File: src/rtl/i2cfs_pkg.sv
package i2cfs_pkg;
  localparam int ADDR_W = 2;
  localparam logic [ADDR_W-1:0] ADDR_CTRL = 2'd0;
  localparam logic [ADDR_W-1:0] ADDR_LEN  = 2'd1;
  localparam logic [ADDR_W-1:0] ADDR_DATA = 2'd2;

  // control fields, LSB first: enable, transmit, serial (no ack), answer nack
  typedef struct packed {
    logic nack;
    logic serial;
    logic tx;
    logic en;
  } ctrl_t;

  localparam int CTRL_W = $bits(ctrl_t);
endpackage

File: src/rtl/i2cfs_edge.sv
module i2cfs_edge (
  input  logic clk,
  input  logic rst,
  input  logic line,
  output logic rise
);
  logic line_q;

  always_ff @(posedge clk) begin
    if (rst) line_q <= 1'b1;
    else     line_q <= line;
  end

  assign rise = line & ~line_q;
endmodule

File: src/rtl/i2cfs_regs.sv
module i2cfs_regs
  import i2cfs_pkg::*;
#(
  parameter int DATA_W = 8,
  parameter int CNT_W  = 3
) (
  input  logic              clk,
  input  logic              rst,
  input  logic              reg_we,
  input  logic [ADDR_W-1:0] reg_addr,
  input  logic [DATA_W-1:0] reg_wdata,
  input  logic              scl_in,
  input  logic              len_clear,
  input  logic              busy,
  input  logic              ack_seen,
  input  logic [DATA_W-1:0] data_q,
  output ctrl_t             ctrl,
  output logic [CNT_W-1:0]  len_code,
  output logic [DATA_W-1:0] reg_rdata,
  output logic              data_load
);
  localparam int PAD_W  = DATA_W - CNT_W;
  localparam int STAT_W = DATA_W - CTRL_W - 2;

  logic len_ok;

  assign len_ok    = (reg_wdata[CNT_W-1:0] == '0) || !scl_in;
  assign data_load = reg_we && (reg_addr == ADDR_DATA);

  always_ff @(posedge clk) begin
    if (rst) begin
      ctrl     <= '0;
      len_code <= '0;
    end else begin
      if (reg_we && reg_addr == ADDR_CTRL)
        ctrl <= ctrl_t'(reg_wdata[CTRL_W-1:0]);
      if (len_clear)
        len_code <= '0;
      else if (reg_we && reg_addr == ADDR_LEN && len_ok)
        len_code <= reg_wdata[CNT_W-1:0];
    end
  end

  always_ff @(posedge clk) begin
    if (rst) reg_rdata <= '0;
    else begin
      case (reg_addr)
        ADDR_CTRL: reg_rdata <= {{STAT_W{1'b0}}, busy, ack_seen, ctrl};
        ADDR_LEN:  reg_rdata <= {{PAD_W{1'b1}}, len_code};
        ADDR_DATA: reg_rdata <= data_q;
        default:   reg_rdata <= '0;
      endcase
    end
  end
endmodule

File: src/rtl/i2cfs_shift.sv
module i2cfs_shift
  import i2cfs_pkg::*;
#(
  parameter int DATA_W = 8,
  parameter int CNT_W  = 3
) (
  input  logic              clk,
  input  logic              rst,
  input  ctrl_t             ctrl,
  input  logic [CNT_W-1:0]  len_code,
  input  logic              scl_in,
  input  logic              scl_rise,
  input  logic              sda_in,
  input  logic              start_det,
  input  logic              data_load,
  input  logic [DATA_W-1:0] load_val,
  output logic [DATA_W-1:0] data_q,
  output logic              busy,
  output logic              ack_seen,
  output logic              frame_end,
  output logic              frame_done,
  output logic              sda_oe
);
  localparam int POS_W = CNT_W + 1;

  logic [POS_W-1:0] pos, ndata, last_pos;
  logic armed, in_data, in_ack, want_low;

  always_comb begin
    ndata     = (len_code == '0) ? POS_W'(DATA_W) : {1'b0, len_code};
    last_pos  = ctrl.serial ? ndata - POS_W'(1) : ndata;
    in_data   = pos < ndata;
    in_ack    = !ctrl.serial && (pos == ndata);
    frame_end = ctrl.en && scl_rise && !start_det && (pos == last_pos);
    want_low  = ctrl.tx ? (armed && in_data && !data_q[DATA_W-1])
                        : (in_ack && !ctrl.nack);
  end

  always_ff @(posedge clk) begin
    if (rst) begin
      pos        <= '0;
      data_q     <= '0;
      busy       <= 1'b0;
      armed      <= 1'b0;
      ack_seen   <= 1'b0;
      frame_done <= 1'b0;
      sda_oe     <= 1'b0;
    end else begin
      frame_done <= frame_end;
      if (!ctrl.en || start_det) begin
        pos  <= '0;
        busy <= 1'b0;
      end else if (scl_rise) begin
        if (in_data) begin
          data_q <= {data_q[DATA_W-2:0], sda_in};
          busy   <= 1'b1;
        end else if (ctrl.tx) begin
          ack_seen <= sda_in;
        end
        if (frame_end) begin
          pos   <= '0;
          busy  <= 1'b0;
          armed <= 1'b0;
        end else begin
          pos <= pos + POS_W'(1);
        end
      end
      if (data_load) begin
        data_q <= load_val;
        armed  <= 1'b1;
      end
      if (!ctrl.en)     sda_oe <= 1'b0;
      else if (!scl_in) sda_oe <= want_low;
    end
  end
endmodule

File: src/rtl/i2c_frame_shifter.sv
module i2c_frame_shifter
  import i2cfs_pkg::*;
#(
  parameter int DATA_W = 8
) (
  input  logic              clk,
  input  logic              rst,
  input  logic              reg_we,
  input  logic [ADDR_W-1:0] reg_addr,
  input  logic [DATA_W-1:0] reg_wdata,
  output logic [DATA_W-1:0] reg_rdata,
  input  logic              scl_in,
  input  logic              sda_in,
  input  logic              start_det,
  output logic              sda_oe,
  output logic              frame_done
);
  localparam int CNT_W = $clog2(DATA_W);

  ctrl_t             ctrl_q;
  logic [CNT_W-1:0]  len_code;
  logic [DATA_W-1:0] data_q;
  logic scl_rise, busy, ack_seen, frame_end, data_load, ctrl_en;

  assign ctrl_en = ctrl_q.en;

  i2cfs_edge u_scl_edge (
    .clk  (clk),
    .rst  (rst),
    .line (scl_in),
    .rise (scl_rise)
  );

  i2cfs_regs #(.DATA_W(DATA_W), .CNT_W(CNT_W)) u_regs (
    .clk       (clk),
    .rst       (rst),
    .reg_we    (reg_we),
    .reg_addr  (reg_addr),
    .reg_wdata (reg_wdata),
    .scl_in    (scl_in),
    .len_clear (frame_end | start_det),
    .busy      (busy),
    .ack_seen  (ack_seen),
    .data_q    (data_q),
    .ctrl      (ctrl_q),
    .len_code  (len_code),
    .reg_rdata (reg_rdata),
    .data_load (data_load)
  );

  i2cfs_shift #(.DATA_W(DATA_W), .CNT_W(CNT_W)) u_shift (
    .clk        (clk),
    .rst        (rst),
    .ctrl       (ctrl_q),
    .len_code   (len_code),
    .scl_in     (scl_in),
    .scl_rise   (scl_rise),
    .sda_in     (sda_in),
    .start_det  (start_det),
    .data_load  (data_load),
    .load_val   (reg_wdata),
    .data_q     (data_q),
    .busy       (busy),
    .ack_seen   (ack_seen),
    .frame_end  (frame_end),
    .frame_done (frame_done),
    .sda_oe     (sda_oe)
  );
endmodule

File: config.mk
export PLATFORM = sky130hd
export DESIGN_NAME = i2c_frame_shifter
export DESIGN_NICKNAME = d
export VERILOG_FILES = /design/src/rtl/i2cfs_pkg.sv /design/src/rtl/i2cfs_edge.sv /design/src/rtl/i2cfs_regs.sv /design/src/rtl/i2cfs_shift.sv /design/src/rtl/i2c_frame_shifter.sv
export SDC_FILE = /design/constraint.sdc
export NUM_CORES = 1
export LEC_CHECK = 0
export ABC_AREA = 1
export BUFFER_PORTS_ARGS = -buffer_cell sky130_fd_sc_hd__buf_2
export CAP_MARGIN = 40
export CORE_ASPECT_RATIO = 0.5
export CORE_UTILIZATION = 50
export DETAILED_ROUTE_END_ITERATION = 12
export GPL_TIMING_DRIVEN = 0
export PLACE_DENSITY = 0.78
export SYNTH_ARGS = -nofsm -noshare
export SYNTH_HDL_FRONTEND = slang
export SYNTH_SLANG_ARGS = --single-unit
File: constraint.sdc
create_clock -name clk -period 1.6 [get_ports clk]
set_clock_uncertainty 0.05 [all_clocks]
set_input_delay 0.08 -clock clk [delete_from_list [all_inputs] [get_ports clk]]
set_output_delay 0.08 -clock clk [all_outputs]
set_load 0.05 [all_outputs]
==> summary.md <==
| Metric | Value |
|---|---|
| Result of the run | `complete, but fails checks` |
| Violated checks | `setup timing` |
| Share of power burned in registers | `47.0%` |
| Highest achievable clock rate | `595 MHz` |
| Fraction of layout cells with a size suffix above 1 | `29.6%` |
| Biggest area contributors in the synthesized netlist | `sky130_fd_sc_hd__dfxtp_1, sky130_fd_sc_hd__nand2_1, sky130_fd_sc_hd__inv_1, sky130_fd_sc_hd__nor2_1, sky130_fd_sc_hd__nand3_1` |
| Post-route insts no fill | `347` |
| Final-report max-slew violation count | `0` |
| Largest stage delay on the critical path | `360 ps` |
| Number of DRC markers after the initial detailed-route iteration | `209` |
| Final RePlAce weighted congestion | `0.804` |
| Via count of the first global-routing pass | `1,618` |
| Library cell used as clock root buffer | `sky130_fd_sc_hd__clkbuf_8` |
| Number of antenna violations at the first check in global routing | `0` |
| Yosys Warn Count | `0` |
| Total via count after detailed routing | `1,858` |
| Skew-Pair Late Insertion Delay | `290 ps` |
| Standard cell with the maximum stage delay on the critical path | `sky130_fd_sc_hd__dfxtp_4` |
| DR WL/cell | `14.6 um` |
| Post-Place Cells | `326` |
| Data required time of the critical path | `1780 ps` |
| Die height | `43.6 um` |
| Worst IR drop on VDD | `0.000577 V` |
| Leakage power figure | `1.10 nW` |
| Clock slew seen by the registers of the worst setup and hold paths | `70 ps` |
| Max-slew headroom at the worst pin | `68.1%` |
| Number of sinks on the clock net | `33` |
| Clock tree from TritonCTS | `yes` |
| Most common cell after layout, fill and taps aside | `sky130_fd_sc_hd__nand2_1` |
| First-pass GRT wire length | `7.47 mm` |
| Die Width | `85.1 um` |
| Final period util | `105%` |
| Reg-to-Reg Start | `u_regs.len_code[2]` |
| Post-route antenna net violation count | `0` |
| Mapped cell area | `1730 um^2` |
| Cell-internal power | `1.34 mW` |
| Reg-to-reg setup timing slack | `-80 ps` |
| Post-Layout Inst Area | `2330 um^2` |
| Util after Layout | `74.4%` |
| Combined global-route utilization of all metal layers | `26.7%` |
| Unrepaired setup endpoints after global routing | `true` |
| Number of placed I/O pins | `26` |
| Proportion of power drawn by the clock network | `38.1%` |
| Net count after synthesis | `283` |
| Number of distinct library cell variants in the gate-level netlist after synthesis | `27` |
| Total routed wirelength | `5.08 mm` |
| Synth area leader | `sky130_fd_sc_hd__dfxtp_1` |
| Series of cell instances along the critical path | `nor2_4, nand2_2, ha_4, nand2_2, inv_2, nand2_4, nand3_4, nand2_8, buf_12, nand2_4, nand2_2, nor2_1` |
| Start-to-end type of the worst setup path | `reg2reg` |
| Placement Rows | `14` |
| DRC violation count after routing | `0` |
| Leading cell types in the layout, fill and taps excluded | `sky130_fd_sc_hd__nand2_1, sky130_fd_sc_hd__inv_1, sky130_fd_sc_hd__nor2_1` |
| Sw power | `0.507 mW` |
| Port Buffers | `24` |
| Syn avg cell area | `6.60 um^2` |
| Core Region | `3140 um^2` |
| HPWL after detailed placement | `3.11 mm` |
| Remaining global-route overflow | `0` |
| Minimum setup slack in the final design | `-80.9 ps` |
| Number of maximum-capacitance constraint violations | `0` |
| Part of the Yosys area used for sequential elements | `38.2%` |
| Hold violation total from the final report | `0` |
| Placed inst area | `1900 um^2` |
| Maximum level of the CTS H-tree | `2` |
| Die area | `3710 um^2` |
| Number of setup violations in the final report | `9` |
| Launching instance or port of the critical path | `u_regs.len_code[2]` |
| Number of clock buffers inserted by TritonCTS | `5` |
| Shortest period the worst path allows | `1680 ps` |
| Switching part of the total power | `27.5%` |
| Largest net degree at the start of global routing | `11` |
| Data arrival time of the critical path | `1860 ps` |
| HP Start | `sda_in` |
| Initial cell density of the core | `55.1%` |
| Element type at the critical path start | `flop` |
| Number of iterations in the first detailed-routing pass | `5` |
| Logic gate share of total power | `14.8%` |
| Post-layout power | `1.84 mW` |
| Maximum clock insertion buffer count | `2` |
| Vias per cell | `5.35` |
| Yosys reg bits | `33` |
| Area Overhead vs Synth | `35.0%` |
| Area share of the largest cell type after synthesis | `38.2%` |
| Most Frequent Cell on Critical Path | `sky130_fd_sc_hd__nand2_2` |
| Instance count of the mapped netlist | `262` |
| Total Nets Final | `327` |
| Number of antenna repair diodes | `0` |
| Class of the tightest hold or removal check | `in2reg` |
| Cell area power density | `790 nW/um^2` |
| Transition time at the pin with the least slew margin | `478 ps` |
| Critical path fanouts, max | `6` |
| Type of element capturing the critical path | `flop` |
## metal layers
layer	vias up	wire, um	global-route usage [%]
met3	15	273	5.71
li1	905	-	-
met2	83	2470	45.6
met5	-	0	0
met4	0	127	9.83
met1	855	2210	34.3
## through the flow
stage	setup WS (ps)	setup TNS, ps	hold WS [ps]
after detailed placement	-204	-2290	287
after CTS	-21.4	-73.8	10.1
after global routing	-163	-1430	21.0
after floorplan	3.32	0	99.1
final	-80.9	-561	9.26
after global placement	-175	-1470	282
## critical path: cells and delay by family (launching register included)
kind / cells / cell delay, ps
fa+ha+maj: 1 / 290
simple gates: 9 / 700
flops: 1 / 360
buf+inv: 2 / 220
## path summary, 6_finish.rpt
| path | depth (start not counted) | to |
|---|---|---|
| hold reg to reg | 2 | u_shift.armed |
| setup reg to reg | 12 | u_shift.data_q[6] |
| setup / recovery | 12 | u_shift.data_q[6] |
| hold / removal | 3 | u_shift.ack_seen |
## repair_timing
item,in CTS,in global routing
hold endpoints to repair,5,0
gates resized for setup,27,25
pin swaps,4,12
setup endpoints to repair,18,19
setup buffers,6,4
hold buffers,2,0
gates cloned,1,0
## cells by family (layout without fill, tap and decap cells)
kind of cell	count (synthesis)	after routing	share of synthesized area, %
DFF	33	33	38.2
adders and majority gates	5	5	3.62
AOI/OAI and AO/OA	32	32	10.4
xor gates and xnor gates	2	2	1.01
buffers and inverters	47	92	11.7
and+or+nand+nor	143	143	35.0
## power groups by stage
stage,Combinational (mW),Sequential (mW),Clock (mW)
floorplan,0.126,0.914,0
global placement,0.215,0.886,0
detailed placement,0.220,0.887,0
CTS,0.250,0.866,0.709
global route,0.299,0.869,0.737
finish,0.273,0.866,0.702
## registers in the layout (all words and copies together), names as in the netlist
name and count:
u_shift.pos 4, u_regs.reg_rdata 8, u_shift.sda_oe 1, u_regs.len_code 3, u_shift.ack_seen 1, u_shift.busy 1
u_shift.armed 1, u_shift.frame_done 1, u_regs.ctrl 4, u_scl_edge.line_q 1, u_shift.data_q 8
## cell usage after synthesis (all sizes together)
| cell | instances |
|---|---|
| nand2 | 80 |
| inv | 41 |
| nor2 | 40 |
| dfxtp | 33 |
| nand3 | 16 |
| o21ai | 15 |
| a21oi | 10 |
| ha | 5 |
| buf | 4 |
| a211oi | 3 |
| nor3 | 3 |
| o211ai | 3 |
| clkbuf | 2 |
| nand4 | 2 |
| xor2 | 2 |
| a31oi | 1 |
| and3b | 1 |
| nor3b | 1 |
## layout make-up
class	instances	area [um^2]
Buffer	6	50.0
Clock buffer	7	96.3
Clock inverter	1	5.00
Fill cell	225	803
Inverter	41	164
Multi-Input combinational cell	182	1040
Sequential cell	33	673
Tap cell	40	50.0
Timing Repair Buffer	37	255
Power figures use the tool's default switching activity.
